[config.mk]
export PLATFORM = sky130hd
export DESIGN_NAME = rtc_regfile_guard
export DESIGN_NICKNAME = d
export VERILOG_FILES = /design/src/rtl/rac_pkg.sv /design/src/rtl/rac_xfer_seq.sv /design/src/rtl/rac_clk_bank.sv /design/src/rtl/rac_ram_bank.sv /design/src/rtl/rac_trickle_dec.sv /design/src/rtl/rtc_regfile_guard.sv
export SDC_FILE = /design/constraint.sdc
export NUM_CORES = 1
export LEC_CHECK = 0
export BUFFER_PORTS_ARGS = -buffer_cell sky130_fd_sc_hd__buf_4
export CAP_MARGIN = 10
export CORE_MARGIN = 2
export CORE_UTILIZATION = 40
export CTS_CLUSTER_SIZE = 16
export DETAILED_ROUTE_END_ITERATION = 10
export PLACE_DENSITY = 0.66
export RECOVER_POWER = 50
export SYNTH_ARGS = -nofsm -noshare
export SYNTH_HDL_FRONTEND = slang
export SYNTH_SLANG_ARGS = --single-unit
[constraint.sdc]
create_clock -name clk -period 8 [get_ports clk]
set_input_delay 0.8 -clock clk [delete_from_list [all_inputs] [get_ports clk]]
set_output_delay 0.8 -clock clk [all_outputs]
set_load 0.03 [all_outputs]
[src/rtl/rac_pkg.sv]
package rac_pkg;
   localparam int CMD_ADDR_W = 5;
   localparam logic [CMD_ADDR_W-1:0] BURST_ADDR = 5'd31;

   typedef enum logic {
      SPACE_CLK = 1'b0,
      SPACE_RAM = 1'b1
   } space_e;

   typedef struct packed {
      logic                  wr_en;
      space_e                space;
      logic [CMD_ADDR_W-1:0] addr;
      logic                  rd;
   } cmd_t;
endpackage

[src/rtl/rac_xfer_seq.sv]
module rac_xfer_seq
   import rac_pkg::*;
#(
   parameter int RAM_DEPTH = 31,
   parameter int CLK_BURST = 8
) (
   input  logic                  clk,
   input  logic                  rst_n,
   input  logic                  sel_i,
   input  logic                  cmd_valid_i,
   input  cmd_t                  cmd_i,
   input  logic                  wr_valid_i,
   input  logic                  rd_adv_i,
   input  logic                  wp_i,
   output logic                  active_o,
   output logic                  rd_mode_o,
   output space_e                space_o,
   output logic [CMD_ADDR_W-1:0] rd_addr_o,
   output logic                  byte_we_o,
   output logic [CMD_ADDR_W-1:0] byte_addr_o,
   output logic                  ram_bwe_o,
   output logic [CMD_ADDR_W-1:0] bidx_o,
   output logic                  stage_we_o,
   output logic                  commit_o
);
   localparam int WMAX  = (RAM_DEPTH > CLK_BURST) ? RAM_DEPTH : CLK_BURST;
   localparam int CNT_W = $clog2(WMAX + 1);
   localparam logic [CNT_W-1:0] CNT_MAX   = CNT_W'(WMAX);
   localparam logic [CNT_W-1:0] RAM_LIM   = CNT_W'(RAM_DEPTH);
   localparam logic [CNT_W-1:0] CLK_LIM   = CNT_W'(CLK_BURST);
   localparam logic [CNT_W-1:0] CLK_FINAL = CNT_W'(CLK_BURST - 1);
   localparam logic [CMD_ADDR_W-1:0] RAM_LAST = CMD_ADDR_W'(RAM_DEPTH - 1);
   localparam logic [CMD_ADDR_W-1:0] CLK_LAST = CMD_ADDR_W'(CLK_BURST - 1);
   localparam logic [CMD_ADDR_W-1:0] CTRL_IDX = CMD_ADDR_W'(CLK_BURST - 1);

   logic                  active_q;
   cmd_t                  cmd_q;
   logic                  wp_lat_q;
   logic [CMD_ADDR_W-1:0] ptr_q;
   logic [CNT_W-1:0]      wcnt_q;

   logic is_burst, wr_ok, rd_ok, ctrl_target;
   logic [CMD_ADDR_W-1:0] wrap_last;

   assign is_burst    = (cmd_q.addr == BURST_ADDR);
   assign wr_ok       = active_q && sel_i && wr_valid_i && cmd_q.wr_en && !cmd_q.rd;
   assign rd_ok       = active_q && sel_i && rd_adv_i && cmd_q.rd;
   assign ctrl_target = (cmd_q.space == SPACE_CLK) && (cmd_q.addr == CTRL_IDX);
   assign wrap_last   = (cmd_q.space == SPACE_RAM) ? RAM_LAST : CLK_LAST;

   always_ff @(posedge clk) begin
      if (!rst_n) begin
         active_q <= 1'b0;
         cmd_q    <= '0;
         wp_lat_q <= 1'b1;
         ptr_q    <= '0;
         wcnt_q   <= '0;
      end else if (!sel_i) begin
         active_q <= 1'b0;
      end else if (cmd_valid_i) begin
         active_q <= 1'b1;
         cmd_q    <= cmd_i;
         wp_lat_q <= wp_i;
         ptr_q    <= (cmd_i.addr == BURST_ADDR) ? '0 : cmd_i.addr;
         wcnt_q   <= '0;
      end else if (active_q) begin
         if (wr_ok && wcnt_q != CNT_MAX)
            wcnt_q <= wcnt_q + 1'b1;
         if (rd_ok && is_burst)
            ptr_q <= (ptr_q == wrap_last) ? '0 : ptr_q + 1'b1;
      end
   end

   always_comb begin
      byte_we_o  = wr_ok && !is_burst && (wcnt_q == '0) && (!wp_lat_q || ctrl_target);
      ram_bwe_o  = wr_ok && is_burst && (cmd_q.space == SPACE_RAM) && !wp_lat_q
                   && (wcnt_q < RAM_LIM);
      stage_we_o = wr_ok && is_burst && (cmd_q.space == SPACE_CLK) && (wcnt_q < CLK_LIM);
      commit_o   = stage_we_o && (wcnt_q == CLK_FINAL) && !wp_lat_q;
   end

   assign active_o    = active_q;
   assign rd_mode_o   = cmd_q.rd;
   assign space_o     = cmd_q.space;
   assign rd_addr_o   = ptr_q;
   assign byte_addr_o = cmd_q.addr;
   assign bidx_o      = CMD_ADDR_W'(wcnt_q);
endmodule

[src/rtl/rac_clk_bank.sv]
module rac_clk_bank
   import rac_pkg::*;
#(
   parameter int           TIME_REGS   = 7,
   parameter int           CLK_BURST   = 8,
   parameter logic [7:0]   TRICKLE_RST = 8'h00
) (
   input  logic                    clk,
   input  logic                    rst_n,
   input  logic                    byte_we_i,
   input  logic [CMD_ADDR_W-1:0]   byte_addr_i,
   input  logic [7:0]              data_i,
   input  logic                    stage_we_i,
   input  logic [CMD_ADDR_W-1:0]   stage_idx_i,
   input  logic                    commit_i,
   input  logic [CMD_ADDR_W-1:0]   rd_addr_i,
   output logic [8*TIME_REGS-1:0]  time_o,
   output logic                    wp_o,
   output logic [7:0]              trickle_o,
   output logic [7:0]              rd_data_o
);
   localparam int SHADOW_N = CLK_BURST - 1;
   localparam logic [CMD_ADDR_W-1:0] CTRL_IDX = CMD_ADDR_W'(TIME_REGS);
   localparam logic [CMD_ADDR_W-1:0] TRK_IDX  = CMD_ADDR_W'(TIME_REGS + 1);

   logic [7:0] shadow_q [SHADOW_N];
   logic [7:0] time_q   [TIME_REGS];
   logic       wp_q;
   logic [7:0] trk_q;

   for (genvar s = 0; s < SHADOW_N; s++) begin : g_shadow
      always_ff @(posedge clk) begin
         if (!rst_n)
            shadow_q[s] <= '0;
         else if (stage_we_i && stage_idx_i == CMD_ADDR_W'(s))
            shadow_q[s] <= data_i;
      end
   end

   for (genvar t = 0; t < TIME_REGS; t++) begin : g_time
      always_ff @(posedge clk) begin
         if (!rst_n)
            time_q[t] <= '0;
         else if (commit_i)
            time_q[t] <= shadow_q[t];
         else if (byte_we_i && byte_addr_i == CMD_ADDR_W'(t))
            time_q[t] <= data_i;
      end
      assign time_o[8*t +: 8] = time_q[t];
   end

   always_ff @(posedge clk) begin
      if (!rst_n) begin
         wp_q  <= 1'b1;
         trk_q <= TRICKLE_RST;
      end else begin
         if (commit_i || (byte_we_i && byte_addr_i == CTRL_IDX))
            wp_q <= data_i[7];
         if (byte_we_i && byte_addr_i == TRK_IDX)
            trk_q <= data_i;
      end
   end

   always_comb begin
      rd_data_o = 8'h00;
      for (int t = 0; t < TIME_REGS; t++)
         if (rd_addr_i == CMD_ADDR_W'(t))
            rd_data_o = time_q[t];
      if (rd_addr_i == CTRL_IDX)
         rd_data_o = {wp_q, 7'b0};
      if (rd_addr_i == TRK_IDX)
         rd_data_o = trk_q;
   end

   assign wp_o      = wp_q;
   assign trickle_o = trk_q;
endmodule

[src/rtl/rac_ram_bank.sv]
module rac_ram_bank
   import rac_pkg::*;
#(
   parameter int RAM_DEPTH    = 31,
   parameter bit CLEAR_ON_RST = 1'b1
) (
   input  logic                  clk,
   input  logic                  rst_n,
   input  logic                  we_i,
   input  logic [CMD_ADDR_W-1:0] wr_addr_i,
   input  logic [7:0]            data_i,
   input  logic [CMD_ADDR_W-1:0] rd_addr_i,
   output logic [7:0]            rd_data_o
);
   logic [7:0] mem_q [RAM_DEPTH];

   for (genvar a = 0; a < RAM_DEPTH; a++) begin : g_cell
      logic hit;
      assign hit = we_i && (wr_addr_i == CMD_ADDR_W'(a));
      if (CLEAR_ON_RST) begin : g_rst
         always_ff @(posedge clk) begin
            if (!rst_n)   mem_q[a] <= '0;
            else if (hit) mem_q[a] <= data_i;
         end
      end else begin : g_norst
         always_ff @(posedge clk) begin
            if (hit) mem_q[a] <= data_i;
         end
      end
   end

   always_comb begin
      rd_data_o = 8'h00;
      for (int a = 0; a < RAM_DEPTH; a++)
         if (rd_addr_i == CMD_ADDR_W'(a))
            rd_data_o = mem_q[a];
   end
endmodule

[src/rtl/rac_trickle_dec.sv]
module rac_trickle_dec #(
   parameter logic [3:0] KEY = 4'b1010
) (
   input  logic [7:0] cfg_i,
   output logic       en_o,
   output logic       two_diode_o,
   output logic [1:0] res_o
);
   logic key_ok, diode_ok, res_ok;

   assign key_ok      = (cfg_i[7:4] == KEY);
   assign diode_ok    = (cfg_i[3:2] == 2'b01) || (cfg_i[3:2] == 2'b10);
   assign res_ok      = (cfg_i[1:0] != 2'b00);
   assign en_o        = key_ok && diode_ok && res_ok;
   assign two_diode_o = en_o && cfg_i[3];
   assign res_o       = en_o ? cfg_i[1:0] : 2'b00;
endmodule

[src/rtl/rtc_regfile_guard.sv]
module rtc_regfile_guard
   import rac_pkg::*;
#(
   parameter int         TIME_REGS    = 7,
   parameter int         RAM_DEPTH    = 31,
   parameter logic [7:0] TRICKLE_RST  = 8'h00,
   parameter logic [3:0] TRICKLE_KEY  = 4'b1010,
   parameter bit         RAM_CLEAR    = 1'b1
) (
   input  logic                   clk,
   input  logic                   rst_n,
   input  logic                   sel_i,
   input  logic                   cmd_valid_i,
   input  logic [7:0]             cmd_i,
   input  logic                   wr_valid_i,
   input  logic [7:0]             wr_data_i,
   input  logic                   rd_adv_i,
   output logic [7:0]             rd_data_o,
   output logic [8*TIME_REGS-1:0] time_o,
   output logic                   wp_o,
   output logic                   chg_en_o,
   output logic                   chg_two_diode_o,
   output logic [1:0]             chg_res_o
);
   localparam int CLK_BURST = TIME_REGS + 1;

   if (RAM_DEPTH < 1 || RAM_DEPTH > 31) begin : g_bad_depth
      $error("RAM_DEPTH must lie in 1..31");
   end
   if (TIME_REGS < 1 || TIME_REGS + 1 >= 31) begin : g_bad_time
      $error("TIME_REGS leaves no room for control and charger registers");
   end
   if (TRICKLE_RST[7:4] == TRICKLE_KEY) begin : g_bad_trk
      $error("TRICKLE_RST must leave the charger disabled");
   end

   logic                  active, rd_mode, byte_we, ram_bwe, stage_we, commit;
   space_e                space;
   logic [CMD_ADDR_W-1:0] rd_addr, byte_addr, bidx;
   logic [7:0]            clk_rd, ram_rd, trk;
   logic                  ram_we;
   logic [CMD_ADDR_W-1:0] ram_addr;

   rac_xfer_seq #(.RAM_DEPTH(RAM_DEPTH), .CLK_BURST(CLK_BURST)) u_seq (
      .clk, .rst_n, .sel_i, .cmd_valid_i,
      .cmd_i       (cmd_t'(cmd_i)),
      .wr_valid_i, .rd_adv_i,
      .wp_i        (wp_o),
      .active_o    (active),
      .rd_mode_o   (rd_mode),
      .space_o     (space),
      .rd_addr_o   (rd_addr),
      .byte_we_o   (byte_we),
      .byte_addr_o (byte_addr),
      .ram_bwe_o   (ram_bwe),
      .bidx_o      (bidx),
      .stage_we_o  (stage_we),
      .commit_o    (commit)
   );

   rac_clk_bank #(
      .TIME_REGS(TIME_REGS), .CLK_BURST(CLK_BURST), .TRICKLE_RST(TRICKLE_RST)
   ) u_clk (
      .clk, .rst_n,
      .byte_we_i   (byte_we && space == SPACE_CLK),
      .byte_addr_i (byte_addr),
      .data_i      (wr_data_i),
      .stage_we_i  (stage_we),
      .stage_idx_i (bidx),
      .commit_i    (commit),
      .rd_addr_i   (rd_addr),
      .time_o,
      .wp_o,
      .trickle_o   (trk),
      .rd_data_o   (clk_rd)
   );

   assign ram_we   = ram_bwe || (byte_we && space == SPACE_RAM);
   assign ram_addr = ram_bwe ? bidx : byte_addr;

   rac_ram_bank #(.RAM_DEPTH(RAM_DEPTH), .CLEAR_ON_RST(RAM_CLEAR)) u_ram (
      .clk, .rst_n,
      .we_i      (ram_we),
      .wr_addr_i (ram_addr),
      .data_i    (wr_data_i),
      .rd_addr_i (rd_addr),
      .rd_data_o (ram_rd)
   );

   rac_trickle_dec #(.KEY(TRICKLE_KEY)) u_trk (
      .cfg_i       (trk),
      .en_o        (chg_en_o),
      .two_diode_o (chg_two_diode_o),
      .res_o       (chg_res_o)
   );

   always_comb begin
      if (!(active && rd_mode))       rd_data_o = 8'h00;
      else if (space == SPACE_RAM)    rd_data_o = ram_rd;
      else                            rd_data_o = clk_rd;
   end
endmodule

* Yosys cells after proc, flatten, opt, wreduce, memory -nomap -nowiden
Memory sizes are Yosys's and may differ from the RTL's. Cells that the tools add are included.
Word-level totals: logic and storage cells 495, bits in registers 29, memories 3, output and inout bits 69, memory bits (read-only) 0, bits in latches 0, memory bits (writable) 360
Memories:
- u_ram.mem_q | depth 31, width 8, rd ports 31, clocked after memory_dff 0, wr ports 31, line rac_ram_bank.sv:15 | logic [7:0] mem_q [RAM_DEPTH];
- u_clk.shadow_q | depth 7, width 8, rd ports 7, clocked after memory_dff 0, wr ports 7, line rac_clk_bank.sv:26 | logic [7:0] shadow_q [SHADOW_N];
- u_clk.time_q | depth 7, width 8, rd ports 7, clocked after memory_dff 0, wr ports 7, line rac_clk_bank.sv:27 | logic [7:0] time_q [TIME_REGS];
Cells by class: divide/modulo/power cells 0, bitwise gates (word level) 53, shifts and indexed selects 0, magnitude comparators 2, reductions and logical operators 92, add/sub/neg operators 2, eq/ne operators 82, multipliers 0, multiplexer cells 251
Operators with widths (number):
- $mux 8 | 94
- $eq 5x5->1 const B | 32
- $mux 1 | 146
- $eq 5x4->1 const B | 17
- $eq 5x3->1 const B | 16
- $logic_and 1x1->1 | 73
- $or 1x1->1 | 52
- $mux 5 | 10
- $eq 5x2->1 const B | 8
- $eq 5x1->1 const B | 4
- $logic_not 5->1 | 4
- $add 5x1->5 const B | 2
- $reduce_bool 2->1 | 4
- $reduce_and 3->1 | 2
- $eq 5x5->1 | 1
- $lt 5x4->1 const B | 1
- $lt 5x5->1 const B | 1
- $ne 5x5->1 const B | 1
- $eq 4x4->1 const B | 1
- $logic_or 1x1->1 | 4
- $reduce_and 2->1 | 2
- $logic_not 1->1 | 3
- $eq 2x1->1 const B | 1
- $eq 2x2->1 const B | 1
- other kinds (2) | 2

* Depth between registers and ports, before layout
Gate-level depths: netlist (run 1).
word-level depth 34, depth in mapped cells 15, mapped depth without buffers 9

* By module
Synthesis (run 1) repeated with hierarchy kept, for this count alone.
Second synthesis, totals: cells, all modules 1730, area, all modules 19886.6 sq um
By module, submodules not included:
- rac_ram_bank | sequential area each 7447.1 sq um, cells an instance 1114, area each 12746.0 sq um, times used 1
- rac_clk_bank | sequential area each 3543.4 sq um, cells an instance 435, area each 5615.4 sq um, times used 1
- rac_xfer_seq | sequential area each 400.4 sq um, cells an instance 148, area each 1223.7 sq um, times used 1
- rtc_regfile_guard | sequential area each 0.0 sq um, cells an instance 26, area each 226.5 sq um, times used 1
- rac_trickle_dec | sequential area each 0.0 sq um, cells an instance 7, area each 75.1 sq um, times used 1

* Worst setup path before layout (run 1)
OpenSTA, ideal clock, no wires.
path kind reg-to-output, from reg u_seq.ptr_q[1], in the netlist u_seq.rd_addr_o[1], to out rd_data_o[3], slack 3.358 ns, path buffers 6, arrival time 3.842 ns, stages on the path, launching flop included 16, data required time 7.200 ns, path through dfxtp_1 -> ha_1 -> clkbuf_1 -> clkbuf_1 -> clkbuf_1 -> clkbuf_1 -> and3_1 -> ha_1 -> clkbuf_1 -> clkbuf_1 -> nor2_1 -> nand2_1 -> o21ai_0 -> a221oi_1 -> o2111ai_1 -> a211oi_1
On the way: longest elaborated chain between the ends 34
RTL lines:
- start: declaration | line rac_xfer_seq.sv:39 | logic [CMD_ADDR_W-1:0] ptr_q;
- start signal: assignment | line rac_xfer_seq.sv:64 | ptr_q <= (cmd_i.addr == BURST_ADDR) ? '0 : cmd_i.addr;
- start signal: assignment | line rac_xfer_seq.sv:70 | ptr_q <= (ptr_q == wrap_last) ? '0 : ptr_q + 1'b1;
- $logic_not 5->1 | line rac_clk_bank.sv:67, rac_ram_bank.sv:35
- $mux 8 (31 in series) | line rac_ram_bank.sv:35 | if (rd_addr_i == CMD_ADDR_W'(a))
- $mux 8 (*) | line rtc_regfile_guard.sv:99 | else if (space == SPACE_RAM) rd_data_o = ram_rd;
- $mux 8 (*) | line rtc_regfile_guard.sv:98 | if (!(active && rd_mode)) rd_data_o = 8'h00;
- end: declaration | line rtc_regfile_guard.sv:18 | output logic [7:0] rd_data_o,
Mark *: on every way between the ends. The rest lies on a longest branch, timed or not.

==> run summary, run 1 <==
Minimum period implied by the final worst setup slack - 6.252 ns
First-pass detailed-route iteration total - 8
Max-capacitance violation count - 2
Simple-Gate Fraction of Synth Area - 0.2044
CTS Hold Buffers Added - 0
DRC errors left - 0
First-pass GRT wire length - 108.1 mm
Final weighted congestion of routability-driven global placement - 1.045
Starting utilization of the core area - 0.4030
Buffer type at the clock tree root - clkbuf_16
Largest driver fanout on the critical path - 56
GR Overflow Total - 0
Cell repeated most along the worst path - clkbuf_1
Die Outline Area - 50790 sq um
Ratio of cells with drive above 1 in the final layout - 0.08741
Clock transition at the registers of the reported paths - 0.06 ns
Final count of negative-setup-slack endpoints - 0
Worst rel slew slack - -0.7051
Worst slew pin tran - 2.558 ns
Count of buffer and inverter cells on the critical path - 4
GR Util All Layers - 0.2951
Total Neg Setup Slack - 0 ns
Count of state elements after synthesis - 389
Setup repair after global routing missed its margin - false
Worst hold path type - in2reg
Final hold vios - 0
Area growth from synthesis to final layout - 11.91%
Average wire length per cell after detail routing - 29.76 um
Io pins - 91
Leakage power total - 7.402 nW
Largest delay contributor family on the critical path - buffers and inverters
Number of nets in the finished design - 1897
Synthesized netlist net count - 1855
Fraction of synthesis flops using an asynchronous set or reset pin - 0
Worst IR drop on VDD - 0.0001781 V
Worst skew pair latency - 0.60 ns
Category of the worst setup path capture point - flop
Largest net degree at the start of global routing - 73
Final period utilization - 0.7816
Port bufs - 90
Type of the worst setup path - in2reg
Number of nets with antenna violations after detailed routing - 0
DIE WIDTH - 225.4 um
DRC marker count from the first detailed-route iteration - 2786
Count of flip-flops with a built-in enable after synthesis - 360
Slowest-stage cell, CP - clkbuf_1
Status - complete, but fails checks
Total clock buffers created by CTS - 42
Synth Area in Compound Gates - 0.1616
Detailed-route vias per instance - 6.567
Average cell area after synthesis - 10.75 sq um
Largest stage delay on the critical path - 1.85 ns
TritonCTS clock tree - done
Number of global-route vias before repair - 15530
Summed instance area of the synthesized netlist - 19600 sq um
Post-CTS Setup Inserts - 0
Violations in the final reports - max-capacitance violations, max-slew violations
Sort of element at the start of the critical path - input pin
Clock tree skew after final layout - 0.02747 ns
Longest Clk Path Bufs - 3
Vertical extent of the die - 225.4 um
Adder-cell area share of the yosys netlist - 0.006383
Fmax - 159.9 MHz
Overall power - 0.004688 W
Unique masters post-synth - 85
Initial antenna violation count - 0
Commonest register cell after synthesis - edfxtp_1
Required arrival time at the worst endpoint - 8.45 ns
Final Max Slew Viols - 104
Parity-gate share of the synthesized area counting xor and xnor cells - 0.0008936
Estimated wirelength of the detail-placed design - 51.98 mm
Row count - 81
Portion of netlist area occupied by mux cells - 0.008808
Part of the Yosys area used for sequential elements - 0.5811
Total via count after detailed routing - 16560
Power per cell area - 213.7 nW/um^2
Core area - 48650 sq um
Main combinational cell family by area after synthesis - simple AND/OR/NAND/NOR gates
Total Wirelength - 75.05 mm
Total of warnings raised by yosys - 0
H-tree levels - 2
Syn Inst Count - 1823
Ordered cell list for the critical path - clkbuf_1, clkinv_1, clkbuf_1, nor4_1, clkbuf_1, a22o_1
Signal arrival time at the worst endpoint - 6.70 ns
# clock sinks - 389
PostCTS Resize Cnt - 0
==> registers in the layout (all words and copies together) (netlist names) <==
name / cells
u_seq.cmd_q: 1
u_clk.shadow_q: 56
u_clk.wp_o: 1
u_clk.time_q: 56
u_seq.rd_addr_o: 5
u_clk.trickle_o: 8
u_seq.byte_addr_o: 5
u_seq.rd_mode_o: 1
u_seq.bidx_o: 5
u_ram.mem_q: 248
u_seq.active_o: 1
u_seq.space_o: 1
u_seq.wp_lat_q: 1
==> worst register-to-register path: stages, from the launching register on <==
cell and delay, ns:
dfxtp_1 0.64, and4b_1 0.32, nand3_1 0.14, nor3_1 0.45
nand2_1 0.24, nor4_1 0.20, clkbuf_1 1.85, a22o_1 0.39
==> where the power goes <==
group,internal [W],switching [W]
logic,0.000102,0.000307
clock network,0.00108,0.000862
registers,0.00228,0.0000533
total,0.00347,0.00122
==> metal layers <==
| layer | share of wire | up-vias | GRT usage |
|---|---|---|---|
| met3 | 0.13 | 281 | 0.07471 |
| li1 | - | 6921 | - |
| met5 | 0 | - | 0 |
| met4 | 0.064 | 0 | 0.1574 |
| met2 | 0.43 | 1349 | 0.4433 |
| met1 | 0.37 | 8011 | 0.3927 |
==> stage by stage <==
| step | cells | setup WS [ns] | hold WS (ns) | util | area, sq um |
|---|---|---|---|---|---|
| finish | 2522 | 1.748 | 0.4627 | 0.4510 | 21940 |
| global route | 2521 | 1.559 | 0.4582 | 0.4509 | 21930 |
| CTS | 2518 | 2.571 | 0.4499 | 0.4566 | 22210 |
| detailed placement | 2440 | 3.189 | 0.4977 | 0.4285 | 20850 |
| global placement | 2440 | 3.151 | 0.4794 | 0.4285 | 20850 |
| floorplan | 1823 | 3.358 | 0.4573 | - | 19600 |
==> layout by cell type, fill, tap and decap left out, types with 21 or more instances in the layout <==
| cell | n |
|---|---|
| nand3_1 | 31 |
| edfxtp_1 | 360 |
| o21ai_0 | 89 |
| inv_1 | 28 |
| o22ai_1 | 26 |
| nor3_1 | 29 |
| a211oi_1 | 25 |
| and2_1 | 51 |
| clkbuf_1 | 86 |
| buf_4 | 67 |
| a22o_1 | 60 |
| nand2_1 | 131 |
| clkbuf_16 | 42 |
| dfxtp_1 | 26 |
| a21oi_1 | 62 |
| nor2_1 | 308 |
| and2_0 | 51 |
| nand2b_1 | 21 |
==> layout make-up <==
cell class	count	area (sq um)
Fill cell	4605	26710
Sequential cell	389	11390
Multi-Input combinational cell	1259	7493
Clock buffer	57	1137
Timing Repair Buffer	142	785.8
Tap cell	622	778.2
Clock inverter	21	229.0
Inverter	31	116.4
Antenna cell	1	2.502
==> cell families (layout without fill, tap and decap cells) <==
family          count (synthesis)  count (layout)
buf+inv                       175             251
xor+xnor                        2               2
mux                            17              17
other cells                     0               1
flops                         389             389
fa+ha+maj                      10              10
compound gates                444             444
simple gates                  786             786
==> synthesized netlist by cell type (all sizes together), types with 19 or more instances <==
cell    instances  area (sq um)
a22o           60         525.5
o21ai          90         450.4
o22ai          26         162.7
clkbuf        111         417.9
dfxtp          29         580.6
buf            33         186.4
nor3           29         150.1
inv            29         108.9
a21oi          62         310.3
nand3          31         155.2
and2          102         638.1
nand2b         21         131.4
a211oi         25         187.7
nor2          317          1212
nand2         131         491.7
a22oi          19         142.6
edfxtp        360         10810
==> path summary, 6_finish.rpt <==
path / start / endpoint / slack [ns] / cells past startpoint
max: rst_n / u_clk.time_q[0][8]$_DFFE_PP_ / 1.75 / 6
min: cmd_i[6] / u_seq.space_o$_SDFFE_PN0P_ / 0.46 / 3
max reg2reg: u_seq.active_o$_SDFFE_PN0P_ / u_clk.time_q[0][8]$_DFFE_PP_ / 3.63 / 7
min reg2reg: u_seq.cmd_q[7]$_SDFFE_PN0P_ / u_seq.cmd_q[7]$_SDFFE_PN0P_ / 0.51 / 2
Power figures use the tool's default switching activity.
==> run 2, diff against run 1 <==
--- a/config.mk
+++ b/config.mk
@@ -5,6 +5,7 @@
 export SDC_FILE = /design/constraint.sdc
 export NUM_CORES = 1
 export LEC_CHECK = 0
+export ABC_AREA = 1
 export BUFFER_PORTS_ARGS = -buffer_cell sky130_fd_sc_hd__buf_4
 export CAP_MARGIN = 10
 export CORE_MARGIN = 2
==> constraint.sdc (replaced) <==
create_clock -name clk -period 5.95 [get_ports clk]
set_input_delay 0.595 -clock clk [delete_from_list [all_inputs] [get_ports clk]]
set_output_delay 0.595 -clock clk [all_outputs]
set_load 0.03 [all_outputs]
==> run 2 against run 1 <==
  * The flow still finishes with violations (max-capacitance violations, max-slew violations)
  * Hold slack got worse by 0.20 ns
  * Synthesized area fell by 3.0%
  * Combinational power rose by 49%
==> run summary, run 2 <==
Status - complete, but fails checks
Violations in the final reports - max-capacitance violations, max-slew violations
Synthesized netlist net count - 2148
Unique masters post-synth - 47
Sort of element at the start of the critical path - flop
Final Max Slew Viols - 71
Initial antenna violation count - 1
GR Util All Layers - 0.2238
# clock sinks - 389
Share of the synthesized area in the top cell type - 0.5685
Power per cell area - 292.9 nW/um^2
Final hold vios - 0
Registers with the highest flip-flop counts - u_ram.mem_q (248), u_clk.shadow_q (56), u_clk.time_q (56)
Flip-flop count of the largest register, all copies and words added - 248
Worst IR drop on VDD - 0.0002219 V
Required arrival time at the worst endpoint - 5.36 ns
Setup repair after global routing missed its margin - false
Starting utilization of the core area - 0.4067
Cells taking the most area after synthesis - edfxtp_1 57%, nand2_1 9.8%, nor2_1 8.4%
Final count of negative-setup-slack endpoints - 0
Die Outline Area - 49300 sq um
Category of the worst setup path capture point - output pin
Slowest-stage cell, CP - dfxtp_1
DIE WIDTH - 222.0 um
Area growth from synthesis to final layout - 11.53%
Worst hold path type - in2reg
Vertical extent of the die - 222.0 um
GR Overflow Total - 0
Type of the worst setup path - reg2out
Final period utilization - 0.9176
Area post-placement - 20200 sq um
Minimum period implied by the final worst setup slack - 5.460 ns
Port bufs - 90
DRC marker count from the first detailed-route iteration - 1798
Count of buffer and inverter cells on the critical path - 2
Number of global-route vias before repair - 14470
Largest driver fanout on the critical path - 15
Syn Inst Count - 2116
Longest Clk Path Bufs - 3
Worst skew pair latency - 0.60 ns
Largest stage delay on the critical path - 0.69 ns
Total via count after detailed routing - 15430
Final cell utilization of the core - 0.4536
Top library cells by usage in the layout, fill and taps aside - 499 x nand2_1, 427 x nor2_1, 360 x edfxtp_1, 209 x inv_1, 99 x a21oi_1
Largest reg by FF count - u_ram.mem_q
Worst rel slew slack - -1.182
Number of nets with antenna violations after detailed routing - 0
TritonCTS clock tree - done
Signal arrival time at the worst endpoint - 4.86 ns
Total clock buffers created by CTS - 41
Summed instance area of the synthesized netlist - 19020 sq um
Io pins - 91
H-tree levels - 2
Worst slew pin tran - 3.273 ns
Cell repeated most along the worst path - nand2_1
Post-CTS Setup Inserts - 0
Final design area excluding fillers - 21210 sq um
Count of state elements after synthesis - 389
Average wire length per cell after detail routing - 19.93 um
Clock tree skew after final layout - 0.03498 ns
Total of warnings raised by yosys - 0
Largest net degree at the start of global routing - 71
Estimated wirelength of the detail-placed design - 37.66 mm
Row count - 79
Clock transition at the registers of the reported paths - 0.06 ns
Leakage power total - 8.608 nW
Total Wirelength - 56.09 mm
Buffer type at the clock tree root - clkbuf_16
Count of flip-flops with a built-in enable after synthesis - 360
Part of the Yosys area used for sequential elements - 0.5990
Average cell area after synthesis - 8.987 sq um
DRC errors left - 0
Commonest cells post-synth - 499 x nand2_1, 428 x nor2_1, 360 x edfxtp_1, 209 x inv_1, 99 x a21oi_1
Ratio of cells with drive above 1 in the final layout - 0.07295
Diodes inserted - 0
Total Neg Setup Slack - 0 ns
Most repeated cell in the gate-level netlist after synthesis - nand2_1
Max-capacitance violation count - 1
Core area - 46750 sq um
PostCTS Resize Cnt - 0
First-pass GRT wire length - 84.77 mm
Synth area leader - edfxtp_1
CTS Hold Buffers Added - 0
Commonest register cell after synthesis - edfxtp_1
Fmax - 183.2 MHz
First-pass detailed-route iteration total - 6
Most common cell after layout, fill and taps aside - nand2_1
Fraction of synthesis flops using an asynchronous set or reset pin - 0
Final weighted congestion of routability-driven global placement - 0.9382
Detailed-route vias per instance - 5.484
Largest delay contributor family on the critical path - simple AND/OR/NAND/NOR gates
Number of nets in the finished design - 2209
-- run 2: changes by cell type after synthesis, moves of 18 or more --
cell	delta
nand2_1	+368
inv_1	+181
nor2_1	+120
and2_1	-102
a22o_1	-60
nand3_1	+60
clkbuf_1	-41
a21oi_1	+37
nand2b_1	-21
inv_2	+20
o22ai_1	+18
-- run 2: layer usage --
metal  track usage  wire (um)  vias up
li1              -          -     7135
met1        0.3083      23280     7403
met2        0.3436      25010      765
met3       0.06202       6253      125
met4       0.06844       1523        4
met5             0         27        -
-- run 2: worst reg2reg max path, stage by stage, from the launching register on --
cell and delay, ns:
dfxtp_1 0.41, nand2_1 0.16, nor4_1 0.56, inv_1 0.17, nor2_1 0.12, inv_1 0.08
a31oi_1 0.21, nand2_1 0.11, o21ai_0 0.30, inv_1 0.10, nor2_1 0.61, inv_1 0.16
nor2_1 0.55, nand3_1 0.45, nor2_1 0.28
-- run 2: metrics by stage --
step           setup WS [ns]  hold WS (ns)  std cells  power (W)
2_1_floorplan          2.326        0.4540       2116   0.003538
3_3_place_gp           1.128        0.4697       2741   0.003768
3_5_place_dp           1.082        0.4900       2741   0.003775
4_1_cts               0.4563        0.2419       2814   0.006222
5_1_grt              0.06097        0.2498       2814   0.006398
6_report              0.4904        0.2646       2814   0.006213
-- run 2: final cells by class --
| class | instances | area (sq um) |
|---|---|---|
| clock buffer | 48 | 1074 |
| clock inverter | 25 | 195.2 |
| fill | 4498 | 25540 |
| inverter | 234 | 879.6 |
| multi-input combinational | 1399 | 6324 |
| sequential | 389 | 11390 |
| tap | 607 | 759.5 |
| timing repair buffer | 112 | 586.8 |
-- run 2: final timing paths --
| check | to | cells past startpoint | startpoint | slack [ns] |
|---|---|---|---|---|
| max | rd_data_o[6] | 35 | u_seq.rd_addr_o[3]$_SDFFE_PN0P_ | 0.49 |
| min | u_seq.active_o$_SDFFE_PN0P_ | 2 | sel_i | 0.26 |
| max reg2reg | u_ram.mem_q[0][10]$_SDFFCE_PN0P_ | 14 | u_seq.byte_addr_o[0]$_SDFFE_PN0P_ | 1.50 |
| min reg2reg | u_seq.cmd_q[7]$_SDFFE_PN0P_ | 2 | u_seq.cmd_q[7]$_SDFFE_PN0P_ | 0.50 |
-- run 2: power breakdown --
group | total [W] | internal (W) | switching (W)
Combinational | 0.000606 | 0.000143 | 0.000463
Clock | 0.00249 | 0.00138 | 0.00111
Sequential | 0.00312 | 0.00307 | 0.0000466
-- run 2: logic make-up after synthesis --
| group | Yosys count | share of synthesized area |
|---|---|---|
| flip-flops | 389 | 0.5990 |
| adder cells (fa/ha/maj) | 10 | 0.006580 |
| AND/OR/NAND/NOR | 1096 | 0.2377 |
| buffers and inverters | 328 | 0.06823 |
| AO/OA/AOI/OAI | 293 | 0.08843 |
